### config.mk
export PLATFORM = sky130hd
export DESIGN_NAME = ctx_frame_seq
export DESIGN_NICKNAME = d
export VERILOG_FILES = /design/src/rtl/ctx_frame_pkg.sv /design/src/rtl/ctx_frame_ctrl.sv /design/src/rtl/ctx_frame_dpath.sv /design/src/rtl/ctx_frame_seq.sv
export SDC_FILE = /design/constraint.sdc
export NUM_CORES = 1
export LEC_CHECK = 0
export BUFFER_PORTS_ARGS = -buffer_cell sky130_fd_sc_hd__buf_2
export CAP_MARGIN = 20
export CORE_ASPECT_RATIO = 2
export CORE_MARGIN = 1
export CORE_UTILIZATION = 49
export CTS_CLUSTER_DIAMETER = 30
export DETAILED_ROUTE_END_ITERATION = 10
export PLACE_DENSITY = 0.87
export SLEW_MARGIN = 20
export SYNTH_ARGS = -nofsm -noshare
export SYNTH_HDL_FRONTEND = slang
export SYNTH_SLANG_ARGS = --single-unit
export TNS_END_PERCENT = 100
### constraint.sdc
create_clock -name clk -period 3.2 [get_ports clk]
set_input_delay 0.64 -clock clk [delete_from_list [all_inputs] [get_ports clk]]
set_output_delay 0.64 -clock clk [all_outputs]
set_load 0.01 [all_outputs]
### src/rtl/ctx_frame_pkg.sv
package ctx_frame_pkg;
  localparam int FRAME_WORDS = 4;
  localparam int POP_WORDS   = 3;
  localparam int IDX_W       = $clog2(FRAME_WORDS);
  localparam int SLOT_PC     = 0;
  localparam int SLOT_R0     = 1;
  localparam int SLOT_SR     = 2;
  localparam int SLOT_ARG    = 3;

  typedef enum logic [2:0] {
    ACC_NONE,
    ACC_SP_RD,
    ACC_PUSH,
    ACC_POP,
    ACC_SP_SAVE,
    ACC_SP_REST
  } accKind_e;

  typedef struct packed {
    logic             capture;
    accKind_e         kind;
    logic [IDX_W-1:0] idx;
    logic             spLoad;
    logic             popLoad;
    logic             saveCommit;
  } ctlStrobe_t;
endpackage

### src/rtl/ctx_frame_ctrl.sv
module ctx_frame_ctrl
  import ctx_frame_pkg::*;
(
  input  logic       clk,
  input  logic       rst_n,
  input  logic       saveReq,
  input  logic       restoreReq,
  input  logic       memReady,
  input  logic       memErr,
  output logic       memReq,
  output ctlStrobe_t ctl,
  output logic       done,
  output logic       err
);
  typedef enum logic [2:0] {S_IDLE, S_GET_SP, S_PUSH, S_POP, S_PUT_SP} state_e;

  localparam logic [IDX_W-1:0] LAST_PUSH = IDX_W'(FRAME_WORDS - 1);
  localparam logic [IDX_W-1:0] LAST_POP  = IDX_W'(POP_WORDS - 1);

  state_e           state, stateNext;
  logic             isSave, isSaveNext;
  logic [IDX_W-1:0] idx, idxNext;
  logic             ok, fail;

  assign fail   = (state != S_IDLE) && memErr;
  assign ok     = (state != S_IDLE) && memReady && !memErr;
  assign memReq = (state != S_IDLE);

  always_comb begin
    stateNext  = state;
    isSaveNext = isSave;
    idxNext    = idx;
    ctl        = '0;
    ctl.kind   = ACC_NONE;
    ctl.idx    = idx;
    unique case (state)
      S_IDLE: begin
        if (saveReq || restoreReq) begin
          ctl.capture = 1'b1;
          isSaveNext  = saveReq;
          idxNext     = '0;
          stateNext   = S_GET_SP;
        end
      end
      S_GET_SP: begin
        ctl.kind = ACC_SP_RD;
        if (ok) begin
          ctl.spLoad = 1'b1;
          idxNext    = '0;
          stateNext  = isSave ? S_PUSH : S_POP;
        end
      end
      S_PUSH: begin
        ctl.kind = ACC_PUSH;
        if (ok) begin
          if (idx == LAST_PUSH) stateNext = S_PUT_SP;
          else idxNext = idx + 1'b1;
        end
      end
      S_POP: begin
        ctl.kind = ACC_POP;
        if (ok) begin
          ctl.popLoad = 1'b1;
          if (idx == LAST_POP) stateNext = S_PUT_SP;
          else idxNext = idx + 1'b1;
        end
      end
      S_PUT_SP: begin
        ctl.kind = isSave ? ACC_SP_SAVE : ACC_SP_REST;
        if (ok) begin
          ctl.saveCommit = isSave;
          stateNext      = S_IDLE;
        end
      end
      default: stateNext = S_IDLE;
    endcase
    if (fail) stateNext = S_IDLE;
  end

  always_ff @(posedge clk or negedge rst_n) begin
    if (!rst_n) begin
      state  <= S_IDLE;
      isSave <= 1'b0;
      idx    <= '0;
      done   <= 1'b0;
      err    <= 1'b0;
    end else begin
      state  <= stateNext;
      isSave <= isSaveNext;
      idx    <= idxNext;
      done   <= (state == S_PUT_SP) && ok;
      err    <= fail;
    end
  end
endmodule

### src/rtl/ctx_frame_dpath.sv
module ctx_frame_dpath
  import ctx_frame_pkg::*;
#(
  parameter int W       = 16,
  parameter int SP_ADDR = 97
) (
  input  logic         clk,
  input  logic         rst_n,
  input  ctlStrobe_t   ctl,
  input  logic [W-1:0] retPc,
  input  logic [W-1:0] reg0In,
  input  logic [W-1:0] statusIn,
  input  logic [W-1:0] argIn,
  input  logic [W-1:0] vecIn,
  input  logic [W-1:0] maskIn,
  input  logic [W-1:0] memRdata,
  output logic [W-1:0] memAddr,
  output logic         memWe,
  output logic [W-1:0] memWdata,
  output logic [W-1:0] pcOut,
  output logic         pcWe,
  output logic [W-1:0] reg0Out,
  output logic         reg0We,
  output logic [W-1:0] statusOut,
  output logic         statusWe,
  output logic         maskUpd
);
  localparam logic [W-1:0] PTR_CELL = W'(SP_ADDR);
  localparam logic [W-1:0] STEP     = W'(FRAME_WORDS);

  logic [W-1:0] frameIn [FRAME_WORDS];
  logic [W-1:0] frame   [FRAME_WORDS];
  logic [W-1:0] sp, vecQ, maskQ, offset;

  assign frameIn[SLOT_PC]  = retPc;
  assign frameIn[SLOT_R0]  = reg0In;
  assign frameIn[SLOT_SR]  = statusIn;
  assign frameIn[SLOT_ARG] = argIn;
  assign offset = {{(W-IDX_W){1'b0}}, ctl.idx};

  for (genvar g = 0; g < FRAME_WORDS; g++) begin : g_slot
    always_ff @(posedge clk or negedge rst_n) begin
      if (!rst_n) frame[g] <= '0;
      else if (ctl.capture) frame[g] <= frameIn[g];
    end
  end

  always_ff @(posedge clk or negedge rst_n) begin
    if (!rst_n) begin
      sp    <= '0;
      vecQ  <= '0;
      maskQ <= '0;
    end else begin
      if (ctl.capture) begin
        vecQ  <= vecIn;
        maskQ <= maskIn;
      end
      if (ctl.spLoad) sp <= memRdata;
    end
  end

  always_comb begin
    memAddr  = '0;
    memWe    = 1'b0;
    memWdata = '0;
    unique case (ctl.kind)
      ACC_SP_RD: memAddr = PTR_CELL;
      ACC_PUSH: begin
        memAddr  = sp + offset;
        memWe    = 1'b1;
        memWdata = frame[ctl.idx];
      end
      ACC_POP: memAddr = sp - STEP + offset;
      ACC_SP_SAVE: begin
        memAddr  = PTR_CELL;
        memWe    = 1'b1;
        memWdata = sp + STEP;
      end
      ACC_SP_REST: begin
        memAddr  = PTR_CELL;
        memWe    = 1'b1;
        memWdata = sp - STEP;
      end
      default: memAddr = '0;
    endcase
  end

  always_ff @(posedge clk or negedge rst_n) begin
    if (!rst_n) begin
      pcOut     <= '0;
      reg0Out   <= '0;
      statusOut <= '0;
      pcWe      <= 1'b0;
      reg0We    <= 1'b0;
      statusWe  <= 1'b0;
      maskUpd   <= 1'b0;
    end else begin
      pcWe     <= 1'b0;
      reg0We   <= 1'b0;
      statusWe <= 1'b0;
      maskUpd  <= 1'b0;
      if (ctl.saveCommit) begin
        pcOut     <= vecQ;
        reg0Out   <= '0;
        statusOut <= frame[SLOT_SR] & maskQ;
        pcWe      <= 1'b1;
        reg0We    <= 1'b1;
        statusWe  <= 1'b1;
        maskUpd   <= 1'b1;
      end else if (ctl.popLoad) begin
        unique case (ctl.idx)
          IDX_W'(SLOT_PC): begin
            pcOut <= memRdata;
            pcWe  <= 1'b1;
          end
          IDX_W'(SLOT_R0): begin
            reg0Out <= memRdata;
            reg0We  <= 1'b1;
          end
          IDX_W'(SLOT_SR): begin
            statusOut <= memRdata;
            statusWe  <= 1'b1;
            maskUpd   <= 1'b1;
          end
          default: ;
        endcase
      end
    end
  end
endmodule

### src/rtl/ctx_frame_seq.sv
module ctx_frame_seq
  import ctx_frame_pkg::*;
#(
  parameter int W       = 16,
  parameter int SP_ADDR = 97
) (
  input  logic         clk,
  input  logic         rst_n,
  input  logic         saveReq,
  input  logic         restoreReq,
  input  logic [W-1:0] retPc,
  input  logic [W-1:0] reg0In,
  input  logic [W-1:0] statusIn,
  input  logic [W-1:0] argIn,
  input  logic [W-1:0] vecIn,
  input  logic [W-1:0] maskIn,
  output logic         memReq,
  output logic         memWe,
  output logic [W-1:0] memAddr,
  output logic [W-1:0] memWdata,
  input  logic [W-1:0] memRdata,
  input  logic         memReady,
  input  logic         memErr,
  output logic [W-1:0] pcOut,
  output logic         pcWe,
  output logic [W-1:0] reg0Out,
  output logic         reg0We,
  output logic [W-1:0] statusOut,
  output logic         statusWe,
  output logic         maskUpd,
  output logic         done,
  output logic         err
);
  ctlStrobe_t ctl;

  ctx_frame_ctrl u_ctrl (
    .clk(clk), .rst_n(rst_n),
    .saveReq(saveReq), .restoreReq(restoreReq),
    .memReady(memReady), .memErr(memErr),
    .memReq(memReq), .ctl(ctl), .done(done), .err(err)
  );

  ctx_frame_dpath #(.W(W), .SP_ADDR(SP_ADDR)) u_dpath (
    .clk(clk), .rst_n(rst_n), .ctl(ctl),
    .retPc(retPc), .reg0In(reg0In), .statusIn(statusIn), .argIn(argIn),
    .vecIn(vecIn), .maskIn(maskIn), .memRdata(memRdata),
    .memAddr(memAddr), .memWe(memWe), .memWdata(memWdata),
    .pcOut(pcOut), .pcWe(pcWe), .reg0Out(reg0Out), .reg0We(reg0We),
    .statusOut(statusOut), .statusWe(statusWe), .maskUpd(maskUpd)
  );
endmodule

== Yosys cells after proc, flatten, opt, wreduce, memory -nomap -nowiden ==
Index checks and enable logic that the tools add are counted.

* Bits in registers: 171
* Input port bits: 118
* Output and inout bits: 88
* Logic and storage cells: 123

* Add/sub/neg operators: 5
* Order comparisons: 1
* Eq/ne operators: 25
* Mux-type cells: 50
* Bitwise operators: 2
* Reduce and logical (&&, ||, !) cells: 22

{| class="wikitable"
|+ Operators with widths
! operator !! number
|-
| 16-bit two-way mux || 11
|-
| 16-bit one-hot mux with 3 select lines || 2
|-
| 16-bit by 2-bit adder with 16-bit output || 2
|-
| 16-bit binary-select mux with 2-bit select || 1
|-
| 3-bit two-way mux || 8
|-
| 3-bit by 1-bit inequality test with 1-bit output (second input constant) || 7
|-
| 1-bit two-way mux || 19
|-
| 16-bit by 3-bit adder with 16-bit output (second input constant) || 1
|-
| 16-bit bitwise AND || 1
|-
| 16-bit by 3-bit subtractor with 16-bit output (second input constant) || 1
|-
| 3-bit one-hot mux with 5 select lines || 1
|-
| 7-bit AND reduction || 2
|-
| 3-bit by 2-bit equality test with 1-bit output (second input constant) || 4
|-
| 2-bit two-way mux || 6
|-
| 3-bit one-hot mux with 4 select lines || 1
|-
| 3-bit equality test (second input constant) || 3
|-
| 2-bit by 1-bit inequality test with 1-bit output (second input constant) || 4
|-
| 2-bit one-hot mux with 4 select lines || 1
|-
| 2-bit AND reduction || 4
|-
| 2-bit nonzero test || 4
|-
| 3-bit by 1-bit equality test with 1-bit output (second input constant) || 2
|-
| 3-bit OR reduction || 2
|-
| 2-bit equality test (second input constant) || 2
|-
| 1-bit logical AND || 4
|-
| 11 further kinds || 12
|}

== Depth between registers and ports, before layout ==
* Word-level depth: 7
* Depth in mapped cells: 10
* Depth with buffers taken out: 8

== By module ==
Synthesis repeated with hierarchy kept, for this count alone.

* Cell total of the unflattened synthesis: 803
* Area, all modules: 8,856.0 µm²

{| class="wikitable"
|+ By module, submodules not included
! module !! instances !! cells an instance !! area an instance (µm²) !! sequential area each (µm²)
|-
| ctx_frame_dpath || 1 || 745 || 8,308.0 || 4,078.9
|-
| ctx_frame_ctrl || 1 || 58 || 548.0 || 200.2
|}

== Worst setup path before layout ==
Ideal clock, no wire load.

* Kind: flip-flop to output port
* Start: reg u_dpath.sp[2]
* End: out memAddr[15]
* Arrival time: 2.506 ns
* Data required time: 2.560 ns
* Path slack: 0.054 ns
* Cell stages (with the launch flop): 11
* Path buffers: 2
* Path through: dfrtp_1 > clkbuf_1 > inv_1 > ha_1 > or4b_1 > buf_6 > mux2_4 > mux2_4 > a21oi_4 > a21oi_1 > nor3_2

* Word-level cells in the longest chain between the ends: 3
* Elaborated cells between the ends (all ways): 4
* Classes of those cells: 3 x add/sub; 1 x mux

{| class="wikitable"
|+ RTL lines
! element !! line !! text
|-
| from (decl) || ctx_frame_dpath.sv:33 || <nowiki>logic [W-1:0] sp, vecQ, maskQ, offset;</nowiki>
|-
| from (signal assigned) || ctx_frame_dpath.sv:58 || <nowiki>if (ctl.spLoad) sp <= memRdata;</nowiki>
|-
| 16-bit by 3-bit subtractor with 16-bit output || ctx_frame_dpath.sv:73 || <nowiki>ACC_POP: memAddr = sp - STEP + offset;</nowiki>
|-
| 16-bit by 2-bit adder with 16-bit output || ctx_frame_dpath.sv:73 ||
|-
| 16-bit one-hot mux with 3 select lines * || ctx_frame_dpath.sv:66 || <nowiki>unique case (ctl.kind)</nowiki>
|-
| to (decl) || ctx_frame_seq.sv:19 || <nowiki>output logic [W-1:0] memAddr,</nowiki>
|}

Mark *: on every way between the ends. The rest lies on a longest branch, timed or not.

== Worst setup path after layout ==
* Start: reg u_dpath.sp[6]
* End: out memAddr[10]

The elaborated chain is that of the path after synthesis.

==> flow_metrics.env <==
export IMPL_outcome="finished, violations left"
export IMPL_violations="negative setup slack"
export IMPL_first_iter_violations=409
export IMPL_path_delay_family="simple AND/OR/NAND/NOR gates"
export IMPL_worstSetupPathDepth=7
export IMPL_wl_um=26500
export IMPL_core_area_sq_mm=0.0173
export IMPL_synth_flop_cell="dfrtp_1"
export IMPL_seqPwrFrac_pct=37.1
export IMPL_power_density_mw_per_mm2=947
export IMPL_setup_viol=8
export IMPL_wire_per_inst_um=22.0
export IMPL_yosys_warnings=0
export IMPL_comb_power_share_pct=43.0
export IMPL_rows=68
export IMPL_period_share_pct=107
export IMPL_period_needed_ns=3.43
export IMPL_routed_via_density=5.90
export IMPL_synth_edff_count=0
export IMPL_cts_made_buffers=17
export IMPL_rsz0062_at_grt="yes"
export IMPL_grt_pass1_wl_um=39300
export IMPL_drc=0
export IMPL_yosysSeqAreaShare_pct=49.4
export IMPL_path_cells="buf_4 -> or4b_4 -> nor4_1 -> o211ai_1 -> o21a_1 -> nor3_2 -> buf_2"
export IMPL_dp_hpwl_um=19400
export IMPL_layout_setup_ws_ns=-0.227
export IMPL_max_slew_margin_pct=50.7
export IMPL_report_final_slew_viol_count=0
export IMPL_ctsLongestPathBuffers=2
export IMPL_r2r_end="u_dpath.pcOut[0]$_DFFE_PN0P_"
export IMPL_start_kind="flip-flop"
export IMPL_gp_congestion=0.932
export IMPL_dr_pass1_iters=5
export IMPL_ir_worst_vdd_mv=0.710
export IMPL_synthArstFlopShare_pct=100
export IMPL_cap_viol_max_count=0
export IMPL_crit_end="memAddr[10]"
export IMPL_grt_pass1_vias=7233
export IMPL_grt_max_degree=83
export IMPL_netlist_top_cells_area="dfrtp_1 49%, mux2_2 14%, nand2_1 4.4%"
export IMPL_swShare_pct=37.4
export IMPL_dr_wl_met2_um=14400
export IMPL_initial_core_util_pct=50.2
export IMPL_fillers=1365
export IMPL_ant_nets=0
export IMPL_p_sw_mw=3.87
export IMPL_final_nets=1110
export IMPL_fmax_ghz=0.292
export IMPL_cts_root_buf="clkbuf_16"
export IMPL_syn_area_per_cell_sq_um=11.5
export IMPL_fin_worst_skew_ns=0.00874
export IMPL_io_pins=206
export IMPL_clock_latency_ns=0.43
export IMPL_dr_wl_met3_um=1240
export IMPL_antenna_found_initial=0
export IMPL_synth_area_sq_mm=0.00866
export IMPL_synth_top_area_share_pct=49.4
export IMPL_worst_ep_arrival_time_ns=2.79
export IMPL_p_int_mw=6.48
export IMPL_vias=7111
export IMPL_track_usage_pct=29.8
export IMPL_wl_met1_um=8880
export IMPL_port_buffers=205
export IMPL_hold_path_class="input port to asynchronous set/reset pin"
export IMPL_finalHoldViolCount=0
export IMPL_tightestPinTransition_ns=0.739
export IMPL_drive_above_1_share_pct=47.5
export IMPL_worstRegToRegCells=7
export IMPL_die_w_um=96.0
export IMPL_cts_tree="built"
export IMPL_ys_ff_latch=171
export IMPL_cp_max_fo=5
export IMPL_synthCells=756
export IMPL_leakage_nw=5.20
export IMPL_finalPower_mw=10.4
export IMPL_endpoint_kind="output port"
export IMPL_cp_data_required_time_ns=2.56
export IMPL_die_height_um=190
export IMPL_instances_no_fill=1206
export IMPL_pwr_share_clk_pct=19.9
export IMPL_slowest_delay_ns=0.53
export IMPL_place_ws_ns=0.190
export IMPL_tns_ns=-0.630
export IMPL_h_tree_depth=4
export IMPL_cts_sinks=171
export IMPL_whs_ns=0.250
export IMPL_synth_distinct_cells=70
export IMPL_die_area_sq_mm=0.0183
export IMPL_r2r_start="u_ctrl.state[0]$_DFFE_PN0P_"
export IMPL_synth_nets=883
export IMPL_numPlacedInstances=1150
export IMPL_syn_to_final_growth_pct=26.3
export IMPL_crit_start="u_dpath.sp[6]$_DFFE_PN0P_"
export IMPL_holdBufCountCts=0
export IMPL_clk_pin_slew_worst_paths_ns=0.07
export IMPL_critPathBufInv=2
export IMPL_synth_top_cell_by_area="dfrtp_1"
export IMPL_grt_overflow=0
export IMPL_highest_layer="met4"
export IMPL_antenna_cells=0
export IMPL_r2r_setup_slack_ns=0.73
export IMPL_worst_path_max_delay_cell="or4b_4"
export IMPL_path_class="flip-flop to output port"
==> layout by cell type (no fill, tap or decap), drive strengths merged, types with 19 or more instances in the layout <==
cell type and instances:
buf 259, dfrtp 171, mux2 111, mux2i 21, nand2 101, nand3 27
nor2 27, o21ai 57, xnor2 19
==> worst min-delay path by stage <==
| stage | startpoint | to | slack, ns | cells after the start |
|---|---|---|---|---|
| global route | rst_n | u_dpath.pcOut[3]$_DFFE_PN0P_ | 0.31 | 1 |
| floorplan | rst_n | u_ctrl.done$_DFF_PN0_ | 0.34 | 0 |
| global placement | u_dpath.pcOut[15]$_DFFE_PN0P_ | u_dpath.pcOut[15]$_DFFE_PN0P_ | 0.45 | 2 |
| finish | rst_n | u_dpath.reg0We$_DFF_PN0_ | 0.25 | 1 |
| CTS | rst_n | u_dpath.reg0Out[6]$_DFFE_PN0P_ | 0.27 | 1 |
| detailed placement | u_dpath.pcOut[1]$_DFFE_PN0P_ | u_dpath.pcOut[1]$_DFFE_PN0P_ | 0.46 | 2 |
==> cell type report <==
class | count | area, sq um | share of cell area, %
Tap cell | 210 | 263 | 2.40
Multi-Input combinational cell | 522 | 4260 | 39.0
Inverter | 12 | 45.0 | 0.412
Clock inverter | 14 | 161 | 1.48
Clock buffer | 18 | 429 | 3.92
Timing Repair Buffer | 259 | 1500 | 13.7
Sequential cell | 171 | 4280 | 39.2
==> what timing repair did <==
action                                  in CTS  in global routing
buffers inserted                             7                 16
endpoints found under the setup margin      12                 15
pin swaps                                   11                 18
gates cloned                                 0                  1
gates resized for setup                     15                 27
==> power by group through the flow <==
| stage | Combinational, mW | Sequential (mW) | Clock [mW] |
|---|---|---|---|
| after detailed placement | 4.07 | 3.84 | 0 |
| after CTS | 4.18 | 3.82 | 2.09 |
| final | 4.45 | 3.84 | 2.06 |
| after global placement | 3.95 | 3.77 | 0 |
| after floorplan | 2.79 | 3.65 | 0 |
| after global routing | 4.74 | 3.93 | 2.16 |
==> sequential cells by signal, summed over array words and instances (netlist names) <==
name               count
u_dpath.pcOut         16
u_dpath.sp            16
u_dpath.reg0Out       16
u_ctrl.state           3
u_dpath.vecQ          16
u_dpath.statusOut     16
u_ctrl.idx             2
u_dpath.reg0We         1
u_dpath.statusWe       1
u_ctrl.done            1
u_dpath.frame         64
u_dpath.pcWe           1
u_ctrl.isSave          1
u_dpath.maskQ         16
u_ctrl.err             1
==> worst register-to-register path, delay by kind of cell, from the launching register on <==
family	cells	cell delay, ns
AOI/OAI and AO/OA	1	0.20
and+or+nand+nor	4	1.08
DFF	1	0.44
buffers and inverters	2	0.68
==> per-layer routing <==
layer	vias up	GRT usage (%)
met5	-	0
met4	0	19.9
met3	121	4.24
met2	344	53.2
met1	3505	31.3
li1	3141	-
==> kinds of logic after synthesis <==
family	after synthesis	synth area share [%]
mux	148	21.1
fa+ha+maj	9	1.39
compound gates	123	8.92
buf+inv	64	3.78
simple gates	209	12.1
flops	171	49.4
xor+xnor	32	3.32
==> Yosys cell counts (3+ instances only) <==
cell and instances:
buf_6 3, ha_1 8, buf_1 3, nor3_2 4
nor4_1 3, nand4_1 3, dfrtp_1 171, o211a_1 3
a22oi_1 17, inv_1 11, nand2b_1 5, and2_1 4
clkbuf_8 3, mux4_2 16, clkbuf_1 25, buf_4 5
a22o_1 4, buf_2 11, nor2b_1 5, and3_1 3
nand2_1 101, nor3_1 10, nand3_1 25, a21oi_1 17
o21ai_0 55, xnor2_1 19, mux2_2 109, o211ai_1 3
mux2i_1 20, a31oi_1 4, xor2_1 12, nor2_1 25
==> metrics by stage <==
step,instance area (sq um),utilization (%)
6_report,10900,63.3
3_5_place_dp,9970,57.7
5_1_grt,10900,63.3
3_3_place_gp,9970,57.7
4_1_cts,10700,61.9
2_1_floorplan,8660,-
(Power assumes the default switching activity.)
